$ cat src/rtl/sync_usart_master.sv
module sync_usart_master #(
  parameter int DIV_W     = 8,
  parameter int DATA_BITS = 8,
  parameter int OSR       = 16
) (
  input  logic                 clk,
  input  logic                 rst_n,
  input  logic                 cfg_cpol,
  input  logic                 cfg_cpha,
  input  logic                 cfg_lastclk,
  input  logic [DIV_W-1:0]     cfg_div,
  input  logic                 rx_en,
  input  logic [DATA_BITS-1:0] tx_data,
  input  logic                 tx_valid,
  output logic                 tx_ready,
  input  logic                 rx,
  output logic                 tx,
  output logic                 sclk,
  output logic [DATA_BITS-1:0] rx_data,
  output logic                 rx_valid,
  output logic                 busy
);
  localparam int TW = $clog2(OSR);
  localparam int BW = $clog2(DATA_BITS);

  typedef enum logic [1:0] {S_IDLE, S_START, S_DATA, S_STOP} st_t;

  st_t                  st;
  logic [DIV_W-1:0]     pre;
  logic [TW-1:0]        tcnt;
  logic [BW-1:0]        bidx;
  logic [DATA_BITS-1:0] tsh, rsh;

  wire tick     = (st != S_IDLE) && (pre == cfg_div);
  wire bit_end  = tick && (tcnt == TW'(OSR - 1));
  wire mid      = tick && (tcnt == TW'(OSR/2 - 1));
  wire last_bit = (bidx == BW'(DATA_BITS - 1));
  wire clk_slot = (st == S_DATA) && (!last_bit || cfg_lastclk);

  assign sclk     = cfg_cpol ^ (clk_slot && (tcnt[TW-1] ^ cfg_cpha));
  assign tx       = (st == S_START) ? 1'b0 : (st == S_DATA) ? tsh[0] : 1'b1;
  assign busy     = (st != S_IDLE);
  assign tx_ready = !busy;

  always_ff @(posedge clk or negedge rst_n) begin
    if (!rst_n) begin
      st       <= S_IDLE;
      pre      <= '0;
      tcnt     <= '0;
      bidx     <= '0;
      tsh      <= '0;
      rsh      <= '0;
      rx_data  <= '0;
      rx_valid <= 1'b0;
    end else begin
      rx_valid <= 1'b0;
      if (st == S_IDLE) begin
        pre  <= '0;
        tcnt <= '0;
        bidx <= '0;
        if (tx_valid) begin
          tsh <= tx_data;
          st  <= S_START;
        end
      end else begin
        pre <= tick ? '0 : pre + 1'b1;
        if (tick) tcnt <= bit_end ? '0 : tcnt + 1'b1;
        if (mid && st == S_DATA && rx_en) rsh <= {rx, rsh[DATA_BITS-1:1]};
        if (bit_end) begin
          case (st)
            S_START: st <= S_DATA;
            S_DATA: begin
              tsh <= tsh >> 1;
              if (last_bit) st <= S_STOP;
              else          bidx <= bidx + 1'b1;
            end
            S_STOP: begin
              st       <= S_IDLE;
              rx_valid <= rx_en;
              rx_data  <= rsh;
            end
            default: st <= S_IDLE;
          endcase
        end
      end
    end
  end
endmodule

$ cat config.mk
export PLATFORM = sky130hd
export DESIGN_NAME = sync_usart_master
export DESIGN_NICKNAME = d
export VERILOG_FILES = /design/src/rtl/sync_usart_master.sv
export SDC_FILE = /design/constraint.sdc
export NUM_CORES = 1
export LEC_CHECK = 0
export BUFFER_PORTS_ARGS = -buffer_cell sky130_fd_sc_hd__buf_2
export CAP_MARGIN = 20
export CORE_MARGIN = 2
export CORE_UTILIZATION = 35
export DETAILED_ROUTE_END_ITERATION = 8
export PLACE_DENSITY_LB_ADDON = 0.08
export RECOVER_POWER = 50
export SLEW_MARGIN = 15
export SYNTH_ARGS = -nofsm -noshare
export SYNTH_HDL_FRONTEND = slang
export SYNTH_SLANG_ARGS = --single-unit
$ cat constraint.sdc
create_clock -name clk -period 2.8 [get_ports clk]
set_clock_uncertainty 0.2 [all_clocks]
set_input_delay 0.56 -clock clk [delete_from_list [all_inputs] [get_ports clk]]
set_output_delay 0.56 -clock clk [all_outputs]
set_load 0.05 [all_outputs]
==> run summary, run 1 <==
status = completed
Starting Density = 0.359
unrepaired setup endpoints after global routing = no
CP Cell Sequence = ha_1 > ha_1 > nand2b_1 > nand3_1 > xnor2_1 > buf_2
most common cell after layout, fill and taps aside = dfrtp_1
WS Path Type = reg2out
Post-synth top flop = dfrtp_1
Wirelength per Cell = 13.3 um
Boundary Pins = 37
syn_nets = 219
Crit path arrival time = 1.74 ns
footprint of the multi-input gates = 985 um^2
die height = 81.5 um
pin count of the biggest net entering global routing = 23
# rows = 28
crit end category = primary output
max incr delay on CP = 0.40 ns
post-synthesis register bit count = 42
clock root buffer = clkbuf_8
chip width = 81.5 um
most frequent cell on the critical path = ha_1
Post-synth EDFFs = 0
grt ovf = 0
Final TNS setup = 0 ns
cell leakage power = 1.18 nW
Period Utilization, post-route = 0.893
Worst Path Max Fanout = 4
Num CTS Buffers = 5
layout cells sized above 1 = 0.288
worst vdd ir = 0.000346 V
worst min path class = reg2reg
Worst-Margin Slew = 0.922 ns
Max-Cap Viols = 0
clock buffer depth = 2
mean post-synth cell area = 11.2 um^2
fmax = 400 MHz
vias in the first global route = 1457
pre-CTS setup slack = 0.276 ns
WL final = 4080 um
overall power = 1.44 mW
Fillers = 584
average vias per placed instance = 4.86
minimum clock period = 2.50 ns
DR pass1 iterations = 4
Routability Congestion = 0.722
dpl hpwl = 3020 um
initial antenna violation count = 0
Buf+Inv Stages, Crit Path = 1
register area = 1050 um^2
vias = 1496
total track usage = 0.136
final setup fails = 0
sequential fraction of the synthesis area = 0.500
Slew Limit Fails = 0
DRT antenna net count = 0
Async SR Flop Fraction = 1.00
Slew HR = 0.386
Power per Cell Area = 580 nW/um^2
Placeable Area = 5850 um^2
final worst slack = 0.300 ns
most frequent cells in the layout = dfrtp_1, buf_2, nor2_1
CP max-delay cell = dfrtp_1
Critical Path Source Type = flip-flop
Mapped Area = 2100 um^2
Worst EP required = 2.04 ns
post-CTS setup buffers = 0
final hold vios = 0
post_cts resized = 0
antenna diode count = 0
number of DRC markers in iteration 0 = 38
Buffers on Ports = 36
clock slew at reported path FFs = 0.08 ns
global-route wire length before repair = 6830 um
Skew-Pair Late Insertion Delay = 0.29 ns
DRC violations left = 0
TritonCTS clock tree = done
synthesis-to-finish area growth = 17.7%
YS warnings = 0
Synth cell types = 36
CP delay by family, top = adder cells
CTS Sinks = 42
Post-Synthesis Cells = 187
H-tree Lvls = 2
net count reported at finish = 264
die area = 6640 um^2
[power breakdown]
part           total, mW  internal [mW]  switching (mW)
clock network      0.402          0.199           0.203
registers          0.754          0.672          0.0826
logic              0.279          0.139           0.140
[flip-flops by register name (all words and copies together), names as in the netlist]
register	flops
rx_data	8
tcnt	4
bidx	3
pre	8
st	2
rsh	8
tsh	8
rx_valid	1
[stage by stage]
| step | hold slack [ns] | cell area (um^2) | utilization | cells |
|---|---|---|---|---|
| 2_1_floorplan | 0.0644 | 2100 | - | 187 |
| 3_3_place_gp | 0.270 | 2400 | 0.410 | 299 |
| 3_5_place_dp | 0.272 | 2400 | 0.410 | 299 |
| 4_1_cts | 0.293 | 2500 | 0.428 | 308 |
| 5_1_grt | 0.306 | 2470 | 0.423 | 308 |
| 6_report | 0.287 | 2470 | 0.423 | 308 |
[final cells by class]
| class | instances | area share |
|---|---|---|
| clock inverter | 1 | 0.00202 |
| inverter | 8 | 0.0121 |
| multi-input combinational | 132 | 0.398 |
| clock buffer | 7 | 0.0349 |
| sequential | 42 | 0.425 |
| timing repair buffer | 43 | 0.0900 |
| tap | 75 | 0.0379 |
[synthesized netlist by cell type, types with 4 or more instances]
master,instances,area (um^2)
dfrtp_1,42,1050
nor2_1,25,93.8
mux2_2,19,214
a211oi_1,11,82.6
xnor2_1,10,87.6
ha_1,8,100
inv_1,8,30.0
nand3_1,8,40.0
xor2_1,7,61.3
nand2_1,6,22.5
mux2i_1,4,40.0
nor3_1,4,20.0
[metal layers]
| metal | track usage | vias to the layer above | part of all wire |
|---|---|---|---|
| li1 | - | 751 | - |
| met1 | 0.189 | 710 | 0.52 |
| met2 | 0.207 | 29 | 0.43 |
| met3 | 0.0374 | 6 | 0.047 |
| met4 | 0.0458 | 0 | 0.012 |
| met5 | 0 | - | 0 |
[final timing paths]
kind | startpoint | end | slack [ns] | depth (start not counted)
min in group asynchronous | rst_n | tsh[6] | 0.63 | 2
min reg2reg | bidx[0] | bidx[0] | 0.29 | 1
max in group asynchronous | rst_n | rsh[3] | 0.50 | 3
max | bidx[0] | sclk | 0.30 | 6
max reg2reg | pre[0] | rsh[1] | 0.40 | 5
min | bidx[0] | bidx[0] | 0.29 | 1
[logic make-up (layout without fill, tap and decap cells)]
logic type / Yosys count / after routing / synth area share
DFF: 42 / 42 / 0.500
buffers and inverters: 13 / 59 / 0.0244
adders and majority gates: 8 / 8 / 0.0476
and+or+nand+nor: 63 / 63 / 0.165
AOI/OAI and AO/OA: 21 / 21 / 0.0714
xor gates and xnor gates: 17 / 17 / 0.0708
muxes: 23 / 23 / 0.121
[repair_timing]
item | CTS | global route
hold endpoints to repair | 11 | 0
endpoints found under the setup margin | 0 | 0
hold buffers | 1 | 0
Power figures use the tool's default switching activity.
==> inputs of run 2 (changes only) <==
--- a/config.mk
+++ b/config.mk
@@ -7,9 +7,11 @@
 export LEC_CHECK = 0
 export BUFFER_PORTS_ARGS = -buffer_cell sky130_fd_sc_hd__buf_2
 export CAP_MARGIN = 20
+export CORE_ASPECT_RATIO = 1.25
 export CORE_MARGIN = 2
 export CORE_UTILIZATION = 35
 export DETAILED_ROUTE_END_ITERATION = 8
+export GPL_TIMING_DRIVEN = 0
 export PLACE_DENSITY_LB_ADDON = 0.08
 export RECOVER_POWER = 50
 export SLEW_MARGIN = 15
==> run summary, run 2 (synthesized netlist as in run 1, its figures left out) <==
chip width = 73.3 um (was 81.5 um)
most frequent cells in the layout = dfrtp_1, buf_2, nor2_1 (unchanged)
Crit path arrival time = 2.45 ns (was 1.74 ns)
vias in the first global route = 1502 (was 1457)
layout cells sized above 1 = 0.276 (was 0.288)
most common cell after layout, fill and taps aside = dfrtp_1 (unchanged)
Period Utilization, post-route = 0.882 (was 0.893)
CTS Sinks = 42 (unchanged)
Seq pwr share = 0.527 (was 0.526)
TritonCTS clock tree = done (unchanged)
DRT antenna net count = 0 (unchanged)
reg2reg setup slack = 0.33 ns (was 0.40 ns)
footprint of the multi-input gates = 1000 um^2 (was 985 um^2)
Crit Reg-Reg Endpoint = rsh[5] (was rsh[1])
WS Path Type = reg2reg (was reg2out)
vias = 1499 (was 1496)
Buffers on Ports = 35 (was 36)
hold depth = 1 (unchanged)
initial antenna violation count = 0 (unchanged)
Skew-Pair Late Insertion Delay = 0.30 ns (was 0.29 ns)
net count reported at finish = 263 (was 264)
Slew Limit Fails = 0 (unchanged)
Reg2Reg Depth = 7 (was 5)
top sig layer = met4 (unchanged)
final hold vios = 0 (unchanged)
DR pass1 iterations = 4 (unchanged)
fin area = 2450 um^2 (was 2470 um^2)
antenna diode count = 0 (unchanged)
grt ovf = 0 (unchanged)
Worst EP required = 2.78 ns (was 2.04 ns)
r2r startpoint = st[0] (was pre[0])
combinational share of power = 0.201 (was 0.194)
H-tree Lvls = 2 (unchanged)
P_int = 0.989 mW (was 1.01 mW)
minimum clock period = 2.47 ns (was 2.50 ns)
crit end category = flip-flop (was primary output)
Max-Cap Viols = 0 (unchanged)
total track usage = 0.135 (was 0.136)
pin count of the biggest net entering global routing = 43 (was 23)
dpl hpwl = 2930 um (was 3020 um)
WL final = 4050 um (was 4080 um)
Final TNS setup = 0 ns (unchanged)
Wirelength per Cell = 13.6 um (was 13.3 um)
Boundary Pins = 37 (unchanged)
status = completed (unchanged)
die area = 6650 um^2 (was 6640 um^2)
number of DRC markers in iteration 0 = 45 (was 38)
Sw Share = 0.308 (was 0.297)
Num CTS Buffers = 5 (unchanged)
average vias per placed instance = 5.03 (was 4.86)
clock slew at reported path FFs = 0.09 ns (was 0.08 ns)
worst vdd ir = 0.000390 V (was 0.000346 V)
unrepaired setup endpoints after global routing = no (unchanged)
Critical Path Source Type = flip-flop (unchanged)
DRC violations left = 0 (unchanged)
final setup fails = 0 (unchanged)
cell leakage power = 1.16 nW (was 1.18 nW)
NetSw = 0.440 mW (was 0.426 mW)
Placeable Area = 5820 um^2 (was 5850 um^2)
met3 wire len = 135 um (was 191 um)
clock root buffer = clkbuf_8 (unchanged)
Worst Path Max Fanout = 8 (was 4)
synthesis-to-finish area growth = 16.7% (was 17.7%)
worst min path class = reg2reg (unchanged)
Hold Path End = bidx[0] (unchanged)
Starting Density = 0.361 (was 0.359)
Worst-Margin Slew = 0.801 ns (was 0.922 ns)
# rows = 31 (was 28)
Power per Cell Area = 583 nW/um^2 (was 580 nW/um^2)
HP Start = bidx[0] (unchanged)
Slew HR = 0.466 (was 0.386)
M1 wire length = 1900 um (was 2100 um)
global-route wire length before repair = 7030 um (was 6830 um)
Routability Congestion = 0.722 (about the same)
Post-DP Area = 2360 um^2 (was 2400 um^2)
die height = 90.6 um (was 81.5 um)
Fillers = 601 (was 584)
met2 WL = 1960 um (was 1740 um)
post_cts resized = 0 (unchanged)
Clock power frac = 0.273 (was 0.280)
clock buffer depth = 2 (unchanged)
fmax = 405 MHz (was 400 MHz)
register area = 1050 um^2 (unchanged)
-- run 2: changes by cell type in the layout (fill, tap and decap cells not counted), sizes merged --
cell	delta
buf	-6
clkbuf	+4
clkinv	+1
-- run 2: stage by stage --
stage / total power, mW / cells / utilization / setup WS [ns] / hold slack, ns
6_report: 1.43 / 298 / 0.422 / 0.331 / 0.295
4_1_cts: 1.45 / 296 / 0.420 / 0.292 / 0.241
3_5_place_dp: 1.06 / 288 / 0.406 / 0.298 / 0.290
5_1_grt: 1.53 / 298 / 0.422 / 0.165 / 0.284
3_3_place_gp: 1.05 / 288 / 0.406 / 0.307 / 0.287
2_1_floorplan: 0.973 / 187 / - / 0.0460 / 0.0644
-- run 2: final cells by class --
| type | count | area share |
|---|---|---|
| multi-input cells | 132 | 0.408 |
| flip-flops and latches | 42 | 0.429 |
| well taps | 66 | 0.0337 |
| repair buffers | 37 | 0.0740 |
| plain buffers | 5 | 0.00867 |
| clock inverters | 2 | 0.00561 |
| clock buffers | 6 | 0.0296 |
| inverters | 8 | 0.0122 |
-- run 2: how the worst max path moves through the flow --
| stage | depth (start not counted) | endpoint | start | slack (ns) |
|---|---|---|---|---|
| after floorplan | 7 | rsh[7] | st[0] | 0.05 |
| after global placement | 6 | rsh[7] | cfg_div[4] | 0.31 |
| after detailed placement | 6 | rsh[6] | cfg_div[6] | 0.30 |
| after CTS | 7 | rsh[5] | st[0] | 0.29 |
| after global routing | 7 | rsh[1] | st[0] | 0.16 |
| final | 7 | rsh[5] | st[0] | 0.33 |
-- run 2: timing repair --
| item | in CTS | in global routing |
|---|---|---|
| endpoints found under the hold margin | 0 | 14 |
| hold buffers | 0 | 1 |
| endpoints found under the setup margin | 0 | 0 |
| setup buffers | 0 | 0 |
-- run 2: layer usage --
metal  vias to the layer above  global-route usage
li1                        749                   -
met1                       717               0.183
met2                        27               0.212
met3                         6              0.0301
met4                         0              0.0455
met5                         -                   0
-- run 2: power by group through the flow --
stage | registers [mW] | clock network (mW) | logic (mW)
4_1_cts | 0.754 | 0.409 | 0.291
2_1_floorplan | 0.746 | 0 | 0.227
5_1_grt | 0.765 | 0.434 | 0.331
3_5_place_dp | 0.766 | 0 | 0.289
3_3_place_gp | 0.764 | 0 | 0.288
6_report | 0.752 | 0.390 | 0.287
-- run 2: worst max-delay path, stage by stage, from the launching register on --
cell	delay (ns)
dfrtp_1	0.38
inv_1	0.08
ha_1	0.26
inv_1	0.19
and3_1	0.23
nand3_4	0.14
nor4_4	0.47
mux2_2	0.40
==> inputs of run 3 (changes only) <==
--- a/config.mk
+++ b/config.mk
@@ -11,8 +11,9 @@
 export CORE_MARGIN = 2
 export CORE_UTILIZATION = 35
 export DETAILED_ROUTE_END_ITERATION = 8
+export GPL_ROUTABILITY_DRIVEN = 0
 export GPL_TIMING_DRIVEN = 0
-export PLACE_DENSITY_LB_ADDON = 0.08
+export PLACE_DENSITY = 0.58
 export RECOVER_POWER = 50
 export SLEW_MARGIN = 15
 export SYNTH_ARGS = -nofsm -noshare
==> run summary, run 3 (synthesized netlist as in run 1, its figures left out) <==
Slew HR = 0.303 (was 0.466)
clock buffer depth = 2 (unchanged)
vias in the first global route = 1598 (was 1502)
post-CTS setup buffers = 0 (unchanged)
dpl hpwl = 2870 um (was 2930 um)
post_cts resized = 0 (unchanged)
worst vdd ir = 0.000253 V (was 0.000390 V)
CP Cell Sequence = ha_1 > ha_1 > nand2b_1 > nand3_1 > xnor2_1 > buf_2 (was inv_1 > ha_1 > inv_1 > and3_1 > nand3_4 > nor4_4 > mux2_2)
chip width = 73.3 um (unchanged)
DRT antenna net count = 0 (unchanged)
WS Path Type = reg2out (was reg2reg)
clock slew at reported path FFs = 0.08 ns (was 0.09 ns)
pre-CTS setup slack = 0.329 ns (was 0.298 ns)
Max-Cap Viols = 0 (unchanged)
initial antenna violation count = 0 (unchanged)
Worst Path Max Fanout = 4 (was 8)
Starting Density = 0.361 (unchanged)
Slew Limit Fails = 0 (unchanged)
Placeable Area = 5820 um^2 (unchanged)
Crit Reg-Reg Endpoint = rsh[0] (was rsh[5])
clock root buffer = clkbuf_8 (unchanged)
Period Utilization, post-route = 0.885 (was 0.882)
minimum clock period = 2.48 ns (was 2.47 ns)
global-route wire length before repair = 7160 um (was 7030 um)
fin area = 2470 um^2 (was 2450 um^2)
Wirelength per Cell = 12.9 um (was 13.6 um)
r2r startpoint = st[1] (was st[0])
final hold vios = 0 (unchanged)
synthesis-to-finish area growth = 17.3% (was 16.7%)
final worst slack = 0.321 ns (was 0.331 ns)
DR pass1 iterations = 4 (unchanged)
max incr delay on CP = 0.40 ns (was 0.47 ns)
CP endpoint = sclk (was rsh[5])
fmax = 403 MHz (was 405 MHz)
grt ovf = 0 (unchanged)
# rows = 31 (unchanged)
Post-CTS Hold Buffers = 0 (unchanged)
antenna diode count = 0 (unchanged)
die height = 90.6 um (unchanged)
CTS Sinks = 42 (unchanged)
Num CTS Buffers = 5 (unchanged)
die area = 6650 um^2 (unchanged)
most frequent cell on the critical path = ha_1 (was inv_1)
WL final = 3830 um (was 4050 um)
Worst-Margin Slew = 1.05 ns (was 0.801 ns)
Boundary Pins = 37 (unchanged)
TritonCTS clock tree = done (unchanged)
net count reported at finish = 261 (was 263)
worst hold slack = 0.233 ns (was 0.295 ns)
most common cell after layout, fill and taps aside = dfrtp_1 (unchanged)
most frequent cells in the layout = dfrtp_1, buf_2, nor2_1 (unchanged)
Power per Cell Area = 614 nW/um^2 (was 583 nW/um^2)
Reg2Reg Depth = 7 (unchanged)
Final TNS setup = 0 ns (unchanged)
crit end category = primary output (was flip-flop)
Critical Path Source Type = flip-flop (unchanged)
H-tree Lvls = 2 (unchanged)
status = completed (unchanged)
Worst EP required = 2.04 ns (was 2.78 ns)
number of DRC markers in iteration 0 = 50 (was 45)
Buffers on Ports = 35 (unchanged)
reg2reg setup slack = 0.35 ns (was 0.33 ns)
worst min path class = in2async (was reg2reg)
final setup fails = 0 (unchanged)
pin count of the biggest net entering global routing = 43 (unchanged)
layout cells sized above 1 = 0.283 (was 0.276)
Skew-Pair Late Insertion Delay = 0.30 ns (about the same)
DRC violations left = 0 (unchanged)
cell leakage power = 1.16 nW (about the same)
vias = 1510 (was 1499)
unrepaired setup endpoints after global routing = no (unchanged)
total track usage = 0.137 (was 0.135)
Crit path arrival time = 1.72 ns (was 2.45 ns)
Post-DP Area = 2360 um^2 (unchanged)
average vias per placed instance = 5.10 (was 5.03)
CP max-delay cell = dfrtp_1 (was nor4_4)
CP Launch Point = bidx[0] (was st[0])
[run 3: final cells by class]
cell class	instances	area [um^2]
Buffer	5	21.3
Clock buffer	5	68.8
Clock inverter	3	45.0
Fill cell	603	3350
Inverter	8	30.0
Multi-Input combinational cell	132	1000
Sequential cell	42	1050
Tap cell	66	82.6
Timing Repair Buffer	35	168
[run 3: per-layer routing]
| layer | up-vias | GRT usage | part of all wire |
|---|---|---|---|
| met5 | - | 0 | 0 |
| li1 | 737 | - | - |
| met2 | 25 | 0.222 | 0.50 |
| met1 | 741 | 0.172 | 0.45 |
| met3 | 7 | 0.0268 | 0.027 |
| met4 | 0 | 0.0636 | 0.023 |
[run 3: how the worst min path moves through the flow]
| stage | cells after the start | endpoint |
|---|---|---|
| after floorplan | 0 | bidx[0] |
| after global placement | 1 | bidx[0] |
| after detailed placement | 1 | bidx[0] |
| after CTS | 1 | tcnt[1] |
| after global routing | 2 | rsh[7] |
| final | 1 | pre[3] |
[run 3: metrics by stage]
step	util	power, mW	instances
floorplan	-	0.973	187
global placement	0.406	1.05	288
detailed placement	0.406	1.05	288
CTS	0.425	1.54	296
global route	0.424	1.62	296
finish	0.424	1.51	296
[run 3: critical path, delay by kind of cell (launching register included)]
kind	cells	cell delay (ns)
DFF	1	0.40
xor gates and xnor gates	1	0.13
buffers and inverters	1	0.27
adders and majority gates	2	0.43
and+or+nand+nor	2	0.18
[run 3: where the power goes]
group          total [mW]  internal [mW]  switching, mW
Sequential          0.751          0.672         0.0791
Clock               0.481          0.265          0.216
Combinational       0.283          0.140          0.143
